**src/rtl/wdg_pkg.sv**
```systemverilog
package wdg_pkg;

   typedef enum logic [1:0] {
      FLT_NONE      = 2'd0,
      FLT_UNDERFLOW = 2'd1,
      FLT_EARLY     = 2'd2,
      FLT_TOPBIT    = 2'd3
   } fault_e;

   function automatic logic is_fault(input fault_e k);
      return k != FLT_NONE;
   endfunction

endpackage

```
**src/rtl/wdg_prescaler.sv**
```systemverilog
module wdg_prescaler #(
   parameter int DIV = 12288
) (
   input  logic clk,
   input  logic rst_n,
   input  logic run,
   input  logic restart,
   output logic tick
);
   localparam int PW = (DIV > 1) ? $clog2(DIV) : 1;
   localparam logic [PW-1:0] LAST = PW'(DIV - 1);

   generate
      if (DIV == 1) begin : g_direct
         assign tick = run;
      end else begin : g_count
         logic [PW-1:0] pre_q;

         always_ff @(posedge clk or negedge rst_n) begin
            if (!rst_n) begin
               pre_q <= '0;
            end else if (!run || restart) begin
               pre_q <= '0;
            end else if (pre_q == LAST) begin
               pre_q <= '0;
            end else begin
               pre_q <= pre_q + 1'b1;
            end
         end

         assign tick = run && (pre_q == LAST);
      end
   endgenerate
endmodule

```
**src/rtl/wdg_window.sv**
```systemverilog
module wdg_window #(
   parameter int CW = 7
) (
   input  logic          clk,
   input  logic          rst_n,
   input  logic          clear,
   input  logic          we,
   input  logic [CW-1:0] wval,
   input  logic [CW-1:0] cnt,
   output logic [CW-1:0] win,
   output logic          too_early
);
   localparam logic [CW-1:0] ONES = '1;

   always_ff @(posedge clk or negedge rst_n) begin
      if (!rst_n) begin
         win <= ONES;
      end else if (clear) begin
         win <= ONES;
      end else if (we) begin
         win <= wval;
      end
   end

   assign too_early = cnt > win;
endmodule

```
**src/rtl/wdg_counter.sv**
```systemverilog
module wdg_counter #(
   parameter int CW = 7
) (
   input  logic          clk,
   input  logic          rst_n,
   input  logic          clear,
   input  logic          load,
   input  logic [CW:0]   load_val,
   input  logic          dec,
   output logic [CW-1:0] cnt,
   output logic          en
);
   localparam logic [CW-1:0] ONES = '1;

   always_ff @(posedge clk or negedge rst_n) begin
      if (!rst_n) begin
         cnt <= ONES;
         en  <= 1'b0;
      end else if (clear) begin
         cnt <= ONES;
         en  <= 1'b0;
      end else if (load) begin
         cnt <= load_val[CW-1:0];
         en  <= en | load_val[CW];
      end else if (dec) begin
         cnt <= cnt - 1'b1;
      end
   end
endmodule

```
**src/rtl/wdg_fault.sv**
```systemverilog
module wdg_fault
   import wdg_pkg::*;
#(
   parameter int CW = 7
) (
   input  logic          clk,
   input  logic          rst_n,
   input  logic          wr,
   input  logic [CW:0]   wval,
   input  logic          en,
   input  logic [CW-1:0] cnt,
   input  logic          too_early,
   input  logic          tick,
   output fault_e        kind,
   output logic          fault,
   output logic          load,
   output logic          dec,
   output logic          rst_req
);
   localparam logic [CW-1:0] HALF = CW'(1) << (CW - 1);

   logic live_after;
   assign live_after = en | wval[CW];

   always_comb begin
      kind = FLT_NONE;
      if (wr) begin
         if (live_after && !wval[CW-1]) begin
            kind = FLT_TOPBIT;
         end else if (en && too_early) begin
            kind = FLT_EARLY;
         end
      end else if (en && tick && cnt == HALF) begin
         kind = FLT_UNDERFLOW;
      end
   end

   assign fault = is_fault(kind);
   assign load  = wr && !fault;
   assign dec   = en && tick && !wr && !fault;

   always_ff @(posedge clk or negedge rst_n) begin
      if (!rst_n) begin
         rst_req <= 1'b0;
      end else begin
         rst_req <= fault;
      end
   end
endmodule

```
**src/rtl/window_watchdog.sv**
```systemverilog
module window_watchdog
   import wdg_pkg::*;
#(
   parameter int CW  = 7,
   parameter int DIV = 12288
) (
   input  logic          clk,
   input  logic          rst_n,
   input  logic          ctrl_we,
   input  logic          win_we,
   input  logic [CW:0]   wdata,
   output logic [CW-1:0] count_o,
   output logic          running_o,
   output logic          sys_rst_req_o
);
   generate
      if (CW < 2 || CW > 16) begin : g_bad_cw
         $error("window_watchdog: CW must lie in 2..16");
      end
      if (DIV < 1) begin : g_bad_div
         $error("window_watchdog: DIV must be at least 1");
      end
   endgenerate

   logic [CW-1:0] cnt_q;
   logic [CW-1:0] win_q;
   logic          en_q;
   logic          tick;
   logic          too_early;
   logic          fault;
   logic          load;
   logic          dec;
   logic          rst_req;
   fault_e        kind;

   wdg_prescaler #(.DIV(DIV)) u_pre (
      .clk     (clk),
      .rst_n   (rst_n),
      .run     (en_q),
      .restart (load | fault),
      .tick    (tick)
   );

   wdg_window #(.CW(CW)) u_win (
      .clk       (clk),
      .rst_n     (rst_n),
      .clear     (fault),
      .we        (win_we),
      .wval      (wdata[CW-1:0]),
      .cnt       (cnt_q),
      .win       (win_q),
      .too_early (too_early)
   );

   wdg_fault #(.CW(CW)) u_flt (
      .clk       (clk),
      .rst_n     (rst_n),
      .wr        (ctrl_we),
      .wval      (wdata),
      .en        (en_q),
      .cnt       (cnt_q),
      .too_early (too_early),
      .tick      (tick),
      .kind      (kind),
      .fault     (fault),
      .load      (load),
      .dec       (dec),
      .rst_req   (rst_req)
   );

   wdg_counter #(.CW(CW)) u_cnt (
      .clk      (clk),
      .rst_n    (rst_n),
      .clear    (fault),
      .load     (load),
      .load_val (wdata),
      .dec      (dec),
      .cnt      (cnt_q),
      .en       (en_q)
   );

   assign count_o       = cnt_q;
   assign running_o     = en_q;
   assign sys_rst_req_o = rst_req;
endmodule

```
**config.mk**
```make
export PLATFORM = sky130hd
export DESIGN_NAME = window_watchdog
export DESIGN_NICKNAME = d
export VERILOG_FILES = /design/src/rtl/wdg_pkg.sv /design/src/rtl/wdg_prescaler.sv /design/src/rtl/wdg_window.sv /design/src/rtl/wdg_counter.sv /design/src/rtl/wdg_fault.sv /design/src/rtl/window_watchdog.sv
export SDC_FILE = /design/constraint.sdc
export NUM_CORES = 1
export LEC_CHECK = 0
export BUFFER_PORTS_ARGS = -buffer_cell sky130_fd_sc_hd__buf_2
export CORE_UTILIZATION = 40
export DETAILED_ROUTE_END_ITERATION = 7
export PLACE_DENSITY = 0.64
export SYNTH_ARGS = -nofsm -noshare
export SYNTH_HDL_FRONTEND = slang
export SYNTH_SLANG_ARGS = --single-unit
```
**constraint.sdc**
```tcl
create_clock -name clk -period 4.5 [get_ports clk]
set_clock_uncertainty 0.15 [all_clocks]
set_input_delay 0.675 -clock clk [delete_from_list [all_inputs] [get_ports clk]]
set_output_delay 0.675 -clock clk [all_outputs]
set_load 0.01 [all_outputs]
```
* Word-level counts from Yosys, hierarchy flattened *
Index checks and enable logic that the tools add are counted.

storage, ports and cells
  register bits after elaboration = 30
  latch bits = 0
  RAM bits = 0
  bits in read-only memories = 0
  bits of input ports = 12
  word-level logic and storage cells = 42
  memories kept = 0

operators by class
  add/sub/neg operators = 2
  multipliers = 0
  divide/modulo/power cells = 0
  magnitude comparators = 1
  eq/ne operators = 2
  shift-type cells = 0
  mux-type cells = 13
  bitwise logic cells = 2
  reduce and logical (&&, ||, !) cells = 17

operators by type and width
  operator                                                            count
  7-bit 2-to-1 mux                                                    5
  14-bit 2-to-1 mux                                                   2
  14-bit by 1-bit adder with 14-bit output, second input constant     1
  14-bit == test, second input constant                               1
  1-bit logical AND                                                   8
  7-bit == test, second input constant                                1
  7-bit > comparator                                                  1
  7-bit by 1-bit subtractor with 7-bit output, second input constant  1
  2-bit 2-to-1 mux                                                    3
  2-bit nonzero test                                                  3
  1-bit zero test                                                     4
  1-bit 2-to-1 mux                                                    3
  3-bit nonzero test                                                  1
  1-bit bitwise OR                                                    2
  1-bit logical OR                                                    1

* Depth between registers and ports, before layout *
Gate-level depths: netlist (run 1).

  depth after elaboration = 12
  depth in mapped cells = 6
  gate-level depth less buffers = 6

* By module *
A second synthesis (run 1) with hierarchy kept.

second synthesis, totals
  cell total of the unflattened synthesis = 181
  area total of the unflattened synthesis = 1799.2 um^2

by module, submodules not included
  module           times used  cells each  area each (um^2)  sequential area each (um^2)
  wdg_prescaler    1           68          704.4             350.3
  wdg_counter      1           49          518.0             209.0
  wdg_window       1           47          446.7             183.9
  wdg_fault        1           16          123.9             25.0
  window_watchdog  1           1           6.3               0.0

* Worst setup path before layout (run 1) *
OpenSTA, ideal clock, no wires.

  path kind = register to register
  from = register u_pre.g_count.pre_q[0]
  to = register u_cnt.cnt[2]
  library setup time = 81 ps
  data arrival time = 1816 ps
  required time = 4269 ps
  setup slack = 2454 ps
  cell stages (with the launch flop) = 6
  buffers on the path = 0
  period minus slack after synthesis = 2046 ps
  path through = dfrtp_1 -> ha_1 -> nand3_1 -> or4_4 -> or4_1 -> a32oi_1

between the ends
  cells in the longest elaborated chain, start to end = 11

ends and longest elaborated chain
  item                    RTL line                          RTL
  start, declared         wdg_prescaler.sv:17               logic [PW-1:0] pre_q;
  start signal, assigned  wdg_prescaler.sv:27               pre_q <= pre_q + 1'b1;
  14-bit == test *        wdg_prescaler.sv:31               assign tick = run && (pre_q == LAST);
  1-bit logical AND *     wdg_prescaler.sv:31
  1-bit logical AND *     wdg_fault.sv:33, wdg_fault.sv:40
  1-bit logical AND       wdg_fault.sv:33                   end else if (en && tick && cnt == HALF) begin
  1-bit 2-to-1 mux        wdg_fault.sv:33
  2-bit 2-to-1 mux        wdg_fault.sv:27                   if (wr) begin
  2-bit nonzero test      wdg_pkg.sv:11                     return k != FLT_NONE;
  1-bit zero test         wdg_fault.sv:39, wdg_fault.sv:40
  1-bit logical AND       wdg_fault.sv:39                   assign load = wr && !fault;
  7-bit 2-to-1 mux        wdg_counter.sv:22                 end else if (load) begin
  7-bit 2-to-1 mux        wdg_counter.sv:19                 end else if (clear) begin
  end signal, assigned    wdg_counter.sv:23                 cnt <= load_val[CW-1:0];
  end signal, assigned    wdg_counter.sv:26                 cnt <= cnt - 1'b1;
  end, declared           wdg_counter.sv:10                 output logic [CW-1:0] cnt,

Every way passes the cells marked *; elsewhere a longest branch is shown, timed or not.
A chain may end at the register's enable or synchronous reset.

* Worst setup path after layout (run 1) *
  from = register u_win.win[6]
  to = register u_win.win[1]

between the ends
  cells in the longest elaborated chain, start to end = 7

ends and longest elaborated chain
  item                                                    RTL line          RTL
  start, declared                                         wdg_window.sv:10  output logic [CW-1:0] win,
  start signal, assigned                                  wdg_window.sv:21  win <= wval;
  7-bit > comparator *                                    wdg_window.sv:25  assign too_early = cnt > win;
  1-bit logical AND *                                     wdg_fault.sv:30   end else if (en && too_early) begin
  2-bit 2-to-1 mux *                                      wdg_fault.sv:30
  2-bit 2-to-1 mux *                                      wdg_fault.sv:28   if (live_after && !wval[CW-1]) begin
  2-bit 2-to-1 mux *                                      wdg_fault.sv:27
  2-bit nonzero test *                                    wdg_pkg.sv:11
  7-bit 2-to-1 mux or 2-bit nonzero test (tied branches)  n/a

Marks and branches as above.

==> run_results.csv, run 1 <==
group,metric,value,unit
cts,cts_root_buffer,"clkbuf_8",
die,die_w,68.3,um
layout,area_growth,12.1,%
logic_synthesis,ys_async_sr_fraction,100,%
global_routing,grt_pass1_wl,6.65,mm
logic_synthesis,synth_warnings,0,
logic_synthesis,ys_seq_elements,30,
layout,final_common_cell,"buf_2",
logic_synthesis,synthesis.area,1760,sq um
drt,routedWlPerCell,15.2,um
timing,relSlewSlack,52.3,%
drt,drt_iter0_drc,49,
cts,htree_num_levels,2,
die,initial_core_util,42.7,%
place,dp.final_hpwl,2.84,mm
logic_synthesis,synth.net_count,206,
layout,fillers,393,
power_and_ir_drop,vdd.ir_drop.worst,0.212,mV
global_routing,grt_pass1_vias,1326,
cts,clkTransAtPathRegs,0.06,ns
cts,cts_buffers,5,
logic_synthesis,synth_edf_count,0,
logic_synthesis,syn-instance-count,185,
drt,ant_nets,0,
worst_setup_path,ff2ff_path_depth,6,
cts,post_cts_buffers,0,
cts,worstSkewPairLatency,0.28,ns
worst_setup_path,cpMostUsedCell,"o221ai_1",
power_and_ir_drop,leakagePower,0.853,nW
cts,hold_buffers,0,
logic_synthesis,ys.flop_type,"dfrtp_1",
layout,antenna_cells,0,
cts,cts_sinks,30,
timing,fin_crit_sh,50.9,%
cts,cts_resized,0,
worst_setup_path,slowest_stage,"o221ai_1",
layout,final_core_util,47.9,%
global_routing,antenna_found_initial,0,
drt,via_count,1452,
die,die_area,4660,sq um
timing,worst_pin_slew,0.715,ns
worst_setup_path,endpoint_kind,"flip-flop",
drt,dr.pass1.iters,4,
layout,final_cell_mix,"buf_2, nor2_1, inv_1",
worst_setup_path,rr_startpoint,"u_win.win[6]$_DFFE_PN1P_",
timing,setup_viol,0,
die,fp.dieH,68.3,um
outcome,status,"finished, final reports clean",
timing,period_needed,2.29,ns
die,rows,23,
worst_setup_path,required,4.52,ns
worst_setup_path,cp_max_fo,8,
layout,drive_gt1_share,21.0,%
global_routing,grt_max_degree,31,
timing,max_freq,0.437,GHz
timing,maxSlewViolCount,0,
drt,routed_wl,3.88,mm
flow_run,drv_cap,0,
worst_setup_path,reg2reg_to,"u_win.win[1]$_DFFE_PN1P_",
worst_setup_path,worstPathArrival,2.31,ns
cts,cts.path.max_buffers,2,
logic_synthesis,ys_seq_area_share,43.7,%
cts,cts_tree,"done",
place,dp.cells,247,
place,place_congestion,0.796,
worst_setup_path,crit_chain,"inv_1 -> ha_1 -> a21oi_1 -> o221ai_1 -> o221ai_1 -> o2111ai_1",
worst_setup_path,reg2reg_slack,2.21,ns
timing,finalHoldViolations,0,
place,dp_slack,2.21,ns
layout,fin_cells,255,
global_routing,overflow,0,
logic_synthesis,syn-mean-instance-area,9.50,sq um
die,core,4120,sq um
worst_setup_path,start_kind,"flip-flop",
power_and_ir_drop,p_per_area,445,nW/um^2
worst_setup_path,cpPeakStageDelay,0.63,ns
timing,tns,0,ns
logic_synthesis,ys_types,41,
timing,setup_ws,2.21,ns
place,io_buffer_count,20,
layout,fin_nets,225,
hold_path,worst_hold_path_type,"primary input to async pin",
worst_setup_path,path_class,"flip-flop to flip-flop",
die,io_pins,21,
drt,via_per_inst,5.69,
global_routing,grtUsageTotal,20.2,%
timing,grt_setup_unrepaired,"false",
drt,drc_errors,0,
## where the power goes
part / switching (W) / internal (W) / total [W] / leakage, nW
Clock: 0.000101 / 0.000110 / 0.000210 / 0.0395
Combinational: 0.000161 / 0.000111 / 0.000272 / 0.446
Sequential: 0.0000512 / 0.000343 / 0.000394 / 0.368
## metrics by stage
| step | hold WS [ns] | total power (W) | cell area (sq um) |
|---|---|---|---|
| final | 0.270 | 0.000876 | 1970 |
| after global routing | 0.325 | 0.000949 | 1970 |
| after CTS | 0.302 | 0.000882 | 1970 |
| after detailed placement | 0.344 | 0.000669 | 1890 |
| after global placement | 0.309 | 0.000663 | 1890 |
| after floorplan | 0.229 | 0.000576 | 1760 |
## worst max-delay path by stage
stage / start / to / slack (ns) / cells after the start
2_1_floorplan: u_pre.g_count.pre_q[0]$_DFF_PN0_ / u_cnt.cnt[2]$_DFFE_PN1P_ / 2.45 / 5
3_3_place_gp: u_cnt.cnt[4]$_DFFE_PN1P_ / u_win.win[2]$_DFFE_PN1P_ / 2.27 / 5
3_5_place_dp: wdata[7] / u_win.win[1]$_DFFE_PN1P_ / 2.21 / 5
4_1_cts: u_win.win[4]$_DFFE_PN1P_ / u_win.win[1]$_DFFE_PN1P_ / 2.21 / 6
5_1_grt: u_win.win[6]$_DFFE_PN1P_ / u_win.win[2]$_DFFE_PN1P_ / 1.99 / 6
6_report: u_win.win[6]$_DFFE_PN1P_ / u_win.win[1]$_DFFE_PN1P_ / 2.21 / 6
## registers in the layout, indices dropped and copies added, names as in the netlist
| signal | count |
|---|---|
| u_pre.g_count.pre_q | 14 |
| u_cnt.cnt | 7 |
| u_win.win | 7 |
| u_cnt.en | 1 |
| u_flt.rst_req | 1 |
## logic make-up (layout without fill, tap and decap cells)
group / count (synthesis) / count (layout) / synth area share [%]
muxes: 4 / 4 / 2.28
buffers and inverters: 25 / 45 / 5.34
adders and majority gates: 9 / 9 / 6.41
and+or+nand+nor: 71 / 71 / 22.1
DFF: 30 / 30 / 43.7
xor gates and xnor gates: 10 / 10 / 4.98
AOI/OAI and AO/OA: 36 / 36 / 15.2
## metal layers
layer  GRT usage [%]  share of wire [%]  up-vias  wire [um]
met1            30.2                 50      673       1930
met5               0                  0        -          0
met4            9.11                2.3        0         90
met2            25.1                 42       46       1640
li1                -                  -      723          -
met3            7.17                5.7       10        223
## worst max-delay path, delay by kind of cell, from the launching register on
family,cells,cell delay [ns]
compound gates,4,1.17
buf+inv,1,0.05
fa+ha+maj,1,0.30
flops,1,0.51
## cell usage after synthesis, types with 2 or more instances
| cell type | instances | area share, % |
|---|---|---|
| a21oi_1 | 8 | 2.3 |
| a311oi_1 | 3 | 1.5 |
| a31oi_1 | 2 | 0.71 |
| a32oi_1 | 3 | 1.5 |
| and4_1 | 3 | 1.5 |
| clkbuf_1 | 8 | 1.7 |
| dfrtp_1 | 16 | 23 |
| dfstp_2 | 14 | 21 |
| ha_1 | 9 | 6.4 |
| inv_1 | 17 | 3.6 |
| mux2i_1 | 4 | 2.3 |
| nand2_1 | 11 | 2.3 |
| nand3_1 | 10 | 2.8 |
| nand3b_1 | 2 | 0.85 |
| nand4_1 | 7 | 2.5 |
| nor2_1 | 19 | 4.1 |
| nor3_1 | 5 | 1.4 |
| nor4b_1 | 2 | 1.0 |
| o2111ai_1 | 5 | 2.5 |
| o211ai_1 | 3 | 1.3 |
| o221ai_1 | 2 | 1.0 |
| o31ai_1 | 2 | 0.85 |
| or3_1 | 3 | 1.1 |
| or4_1 | 2 | 0.85 |
| xnor2_1 | 3 | 1.5 |
| xor2_1 | 7 | 3.5 |
## final cells by class
| cell class | instances | area, sq um | share of cell area, % |
|---|---|---|---|
| clock buffer | 8 | 80.1 | 4.06 |
| inverter | 17 | 63.8 | 3.24 |
| multi-input combinational | 130 | 896 | 45.5 |
| sequential | 30 | 768 | 39.0 |
| tap | 50 | 62.6 | 3.17 |
| timing repair buffer | 20 | 100 | 5.08 |
Note: power is estimated with default switching activity, not from simulation.
==> run 2: changes to the inputs <==
PLACE_DENSITY = 0.67   (was 0.64)
clock period = 2.05 ns   (was 4.5 ns; I/O delays follow)
==> run 2 against run 1 <==
Compared with the run above: sequential share of layout area decreased by 4.9 points; non-clock buffer count increased by 28; cell count increased by 11%; critical path depth increased by 1; via count increased by 7.7%; largest cell class unchanged; sequential power increased by 110%; maximum frequency increased by 16%; combinational power increased to 2.9 times the previous value; routed wire length increased by 13%; global-route usage decreased by 0.18 points; register-to-register slack got worse by 2.1 ns; first-iteration DRC count increased by 130%.
==> run_results.csv, run 2 (synthesis results as in run 1) <==
group,metric,value,unit
drt,via_count,1564,
worst_setup_path,start_kind,"flip-flop",
worst_setup_path,required,2.09,ns
worst_setup_path,cp_max_fo,6,
worst_setup_path,ff2ff_path_depth,7,
place,io_buffer_count,20,
die,fp.dieH,68.3,um
cts,cts_root_buffer,"clkbuf_8",
drt,routed_wl,4.39,mm
global_routing,grtUsageTotal,20.0,%
global_routing,grt_max_degree,31,
timing,max_freq,0.507,GHz
layout,drive_gt1_share,33.9,%
worst_setup_path,endpoint_kind,"flip-flop",
cts,cts_tree,"done",
layout,fillers,381,
layout,multi_input_area,941,sq um
die,initial_core_util,42.7,%
die,die_w,68.3,um
timing,fin_crit_sh,96.1,%
drt,drt_iter0_drc,115,
layout,largest_register,"u_pre.g_count.pre_q",
drt,drc_errors,0,
power_and_ir_drop,vdd.ir_drop.worst,0.514,mV
worst_setup_path,path_class,"flip-flop to flip-flop",
cts,htree_num_levels,2,
layout,fin_nets,253,
drt,dr.pass1.iters,4,
timing,worst_pin_slew,0.688,ns
global_routing,antenna_found_initial,0,
outcome,status,"finished, final reports clean",
die,die_area,4660,sq um
power_and_ir_drop,p_per_area,938,nW/um^2
layout,reg.largest.list,"u_pre.g_count.pre_q x14, u_cnt.cnt x7, u_win.win x7",
die,core,4120,sq um
place,post_dp_cell_area,2080,sq um
layout,final_common_cell,"buf_4",
cts,clkTransAtPathRegs,0.07,ns
timing,relSlewSlack,54.1,%
layout,area_growth,28.1,%
global_routing,grt_pass1_wl,6.78,mm
power_and_ir_drop,leakagePower,1.01,nW
worst_setup_path,worstPathArrival,2.01,ns
layout,seqCellArea,768,sq um
hold_path,worst_hold_path_type,"primary input to flip-flop",
timing,maxSlewViolCount,0,
timing,finalHoldViolations,0,
cts,cts_buffers,5,
timing,setup_viol,0,
hold_path,hold_depth,3,
die,io_pins,21,
global_routing,grt_pass1_vias,1393,
cts,cts.path.max_buffers,2,
drt,via_per_inst,5.53,
place,dp.final_hpwl,3.08,mm
cts,worstSkewPairLatency,0.28,ns
layout,stdcell_area,2250,sq um
drt,ant_nets,0,
die,rows,23,
layout,final_core_util,54.7,%
flow_run,drv_cap,0,
cts,cts_sinks,30,
place,place_congestion,0.828,
timing,period_needed,1.97,ns
global_routing,overflow,0,
drt,routedWlPerCell,15.5,um
layout,final_cell_mix,"buf_4, buf_2, nor2_1",
layout,largest_reg_flops,14,
layout,antenna_cells,0,
-- run 2: final cells by class --
| type | count | share of cell area [%] |
|---|---|---|
| inverters | 17 | 2.83 |
| repair buffers | 48 | 14.4 |
| clock inverters | 1 | 0.222 |
| clock buffers | 7 | 3.83 |
| multi-input cells | 130 | 41.8 |
| well taps | 50 | 2.78 |
| flip-flops and latches | 30 | 34.1 |
-- run 2: stage by stage --
step	setup WS, ns	TNS, ns	hold slack [ns]	total power (W)	cells
global route	-0.0151	-0.0264	0.117	0.00225	283
floorplan	0.00367	0	-0.138	0.00126	185
finish	0.0793	0	0.108	0.00211	283
detailed placement	-0.00140	-0.00140	0.240	0.00157	271
global placement	0.0700	0	0.230	0.00156	271
CTS	0.0354	0	0.108	0.00208	280
-- run 2: path summary, 6_finish.rpt --
path / to / startpoint / slack (ns)
setup / recovery: u_win.win[6]$_DFFE_PN1P_ / u_cnt.cnt[0]$_DFFE_PN1P_ / 0.08
hold / removal: u_cnt.cnt[1]$_DFFE_PN1P_ / wdata[1] / 0.11
setup reg to reg: u_win.win[6]$_DFFE_PN1P_ / u_cnt.cnt[0]$_DFFE_PN1P_ / 0.08
hold reg to reg: u_win.win[5]$_DFFE_PN1P_ / u_win.win[5]$_DFFE_PN1P_ / 0.40
max in group asynchronous: u_pre.g_count.pre_q[13]$_DFF_PN0_ / rst_n / 0.86
min in group asynchronous: u_flt.rst_req$_DFF_PN0_ / rst_n / 0.45
-- run 2: critical path, stage by stage (launching register included) --
cell	delay [ns]
dfstp_2	0.56
inv_1	0.08
ha_1	0.28
nand3_1	0.08
o21a_1	0.23
o221ai_2	0.22
buf_4	0.17
o2111ai_1	0.11
-- run 2: power breakdown --
part           internal, W  switching (W)
Sequential        0.000751      0.0000767
Clock             0.000271       0.000226
Combinational     0.000352       0.000437
Total              0.00137       0.000739
-- run 2: what timing repair did --
item / in CTS / in global routing
hold buffers: 1 / 0
buffers inserted: 0 / 3
endpoints found under the setup margin: 1 / 11
endpoints found under the hold margin: 16 / 0
pin swaps: 2 / 5
gates resized for setup: 1 / 6
-- run 2: routing by layer --
layer	routed length (um)	part of all wire (%)	vias up	GRT usage (%)
li1	-	-	778	-
met1	2120	48	737	28.8
met2	1970	45	42	28.8
met3	248	5.6	7	4.83
met4	59	1.3	0	6.77
met5	0	0	-	0
==> run 3: changes to the inputs <==
PLACE_DENSITY = 0.66   (was 0.67)
SYNTH_HIERARCHICAL = 1   (was unset)
==> run 3 against run 2 <==
Compared with the run above: the run now ends with setup timing left; first-iteration DRC count decreased by 44%; sequential share of layout area down 4.5 points; critical path depth rose by 4; routed wire length is 4.8% higher; utilization increased by 7.8 points; global-route usage grew 2.4 points; via count up 0.38%; die area increased by 1.4%; worst setup slack got worse by 0.61 ns; cell count up 3.9%; maximum frequency down 24%; largest power group is now combinational cells.
==> run_results.csv, run 3 <==
group,metric,value,unit
place,dp.final_hpwl,2.96,mm
outcome,status,"finished with violations",
power_and_ir_drop,p_per_area,1070,nW/um^2
layout,largest_reg_flops,14,
drt,top_layer,"met4",
timing,grt_setup_unrepaired,"true",
flow_run,drv_cap,0,
drt,wl_met3,199,um
logic_synthesis,synthesis.area,1780,sq um
timing,setup_viol,30,
drt,drt_iter0_drc,64,
global_routing,grt_pass1_wl,7.43,mm
drt,via_count,1570,
layout,largest_register,"u_pre/g_count.pre_q",
timing,worst_pin_slew,0.670,ns
place,dp.cells,278,
die,initial_core_util,43.1,%
die,rows,23,
cts,htree_num_levels,2,
drt,routedWlPerCell,15.7,um
hold_path,hold_depth,2,
layout,fillers,335,
worst_setup_path,rr_startpoint,"u_win/win[6]$_DFFE_PN1P_",
global_routing,antenna_found_initial,0,
hold_path,worst_hold_path_type,"primary input to flip-flop",
worst_setup_path,ff2ff_path_depth,11,
die,die_w,68.8,um
place,place_congestion,0.840,
worst_setup_path,reg2reg_slack,-0.53,ns
worst_setup_path,cpPeakStageDelay,0.53,ns
die,fp.dieH,68.8,um
drt,ant_nets,0,
power_and_ir_drop,vdd.ir_drop.worst,0.634,mV
die,io_pins,21,
worst_setup_path,start_kind,"flip-flop",
timing,fin_crit_sh,126,%
global_routing,overflow,0,
worst_setup_path,path_class,"flip-flop to flip-flop",
timing,period_needed,2.58,ns
drt,route.layer.met1.wl,2.00,mm
timing,max_freq,0.388,GHz
worst_setup_path,cpLargestDelayFamily,"compound AO/OA/AOI/OAI gates",
worst_setup_path,path_buf_inv,1,
drt,drc_errors,0,
power_and_ir_drop,p_total,0.00277,W
drt,via_per_inst,5.34,
die,core,4140,sq um
worst_setup_path,reg2reg_to,"u_pre/g_count.pre_q[6]$_DFF_PN0_",
logic_synthesis,syn-instance-count,178,
place,dp_slack,-0.591,ns
layout,fin_nets,264,
die,die_area,4730,sq um
layout,antenna_cells,0,
timing,holdWs,0.109,ns
layout,reg.largest.list,"u_pre/g_count.pre_q x14, u_cnt/cnt x7, u_win/win x7",
logic_synthesis,synth.net_count,199,
worst_setup_path,crit_chain,"inv_2 -> ha_4 -> a21oi_1 -> o21ai_1 -> o22a_1 -> nand2b_4 -> a22oi_2 -> o21ai_2 -> or2_4 -> a211o_4 -> nor2_4",
cts,cts_root_buffer,"clkbuf_8",
worst_setup_path,cp_max_fo,7,
outcome,violations,"setup timing",
timing,maxSlewViolCount,0,
global_routing,grt_max_degree,31,
power_and_ir_drop,leakagePower,1.13,nW
logic_synthesis,syn-mean-instance-area,10.0,sq um
cts,cts.path.max_buffers,2,
cts,clkTransAtPathRegs,0.07,ns
layout,drive_gt1_share,52.5,%
timing,tns,-13.36,ns
hold_path,hold_path_end,"u_cnt/cnt[1]$_DFFE_PN1P_",
drt,wl_met2,2.27,mm
hold_path,worstHoldStart,"wdata[1]",
timing,finalHoldViolations,0,
worst_setup_path,required,2.12,ns
global_routing,grtUsageTotal,22.4,%
cts,worstSkewPairLatency,0.29,ns
cts,cts_buffers,5,
timing,setup_ws,-0.526,ns
cts,cts_sinks,30,
layout,final_common_cell,"buf_4",
worst_setup_path,endpoint_kind,"flip-flop",
timing,relSlewSlack,55.3,%
cts,cts_tree,"done",
place,io_buffer_count,20,
drt,dr.pass1.iters,4,
layout,final_cell_mix,"buf_4, buf_2, dfrtp_1",
drt,routed_wl,4.60,mm
worst_setup_path,worstPathArrival,2.65,ns
layout,fin_cells,294,
logic_synthesis,synth_warnings,6,
global_routing,grt_pass1_vias,1617,
layout,area_growth,45.3,%
worst_setup_path,slowest_stage,"dfstp_2",
[run 3: area by class of cell]
cell class	count	area, sq um	area share [%]
clock inverters	1	5.00	0.193
well taps	50	62.6	2.41
inverters	16	63.8	2.46
multi-input cells	128	1120	43.4
repair buffers	62	482	18.6
flip-flops and latches	30	768	29.6
clock buffers	7	86.3	3.33
[run 3: per-stage QoR]
stage | util [%] | instance area, sq um
after floorplan | - | 1830
after global placement | 53.7 | 2220
after detailed placement | 53.7 | 2220
after CTS | 61.4 | 2540
after global routing | 62.6 | 2590
final | 62.6 | 2590
[run 3: repair_timing]
item | 4_1_cts | 5_1_grt
hold buffers | 1 | 0
setup endpoints to repair | 30 | 30
endpoints found under the hold margin | 16 | 0
pin swaps | 21 | 5
setup buffers | 6 | 0
gates cloned | 2 | 0
gates resized for setup | 31 | 9
[run 3: power by group]
| part | switching [W] | internal, W |
|---|---|---|
| clock | 0.000224 | 0.000270 |
| combinational | 0.000686 | 0.000715 |
| sequential | 0.000101 | 0.000772 |
| total | 0.00101 | 0.00176 |
[run 3: how the worst max path moves through the flow]
stage / from / endpoint / slack (ns) / cells after the start
finish: u_win/win[6]$_DFFE_PN1P_ / u_pre/g_count.pre_q[6]$_DFF_PN0_ / -0.53 / 11
global placement: u_win/win[6]$_DFFE_PN1P_ / u_cnt/cnt[6]$_DFFE_PN1P_ / -0.51 / 11
floorplan: u_cnt/cnt[4]$_DFFE_PN1P_ / u_pre/g_count.pre_q[10]$_DFF_PN0_ / -0.51 / 11
global route: u_win/win[6]$_DFFE_PN1P_ / u_cnt/cnt[6]$_DFFE_PN1P_ / -0.59 / 12
detailed placement: u_win/win[6]$_DFFE_PN1P_ / u_pre/g_count.pre_q[6]$_DFF_PN0_ / -0.59 / 11
CTS: u_win/win[4]$_DFFE_PN1P_ / u_pre/g_count.pre_q[13]$_DFF_PN0_ / -0.54 / 11
[run 3: routing by layer]
| metal | track usage [%] | vias up |
|---|---|---|
| li1 | - | 760 |
| met1 | 26.0 | 767 |
| met2 | 38.2 | 32 |
| met3 | 6.25 | 11 |
| met4 | 9.95 | 0 |
| met5 | 0 | - |
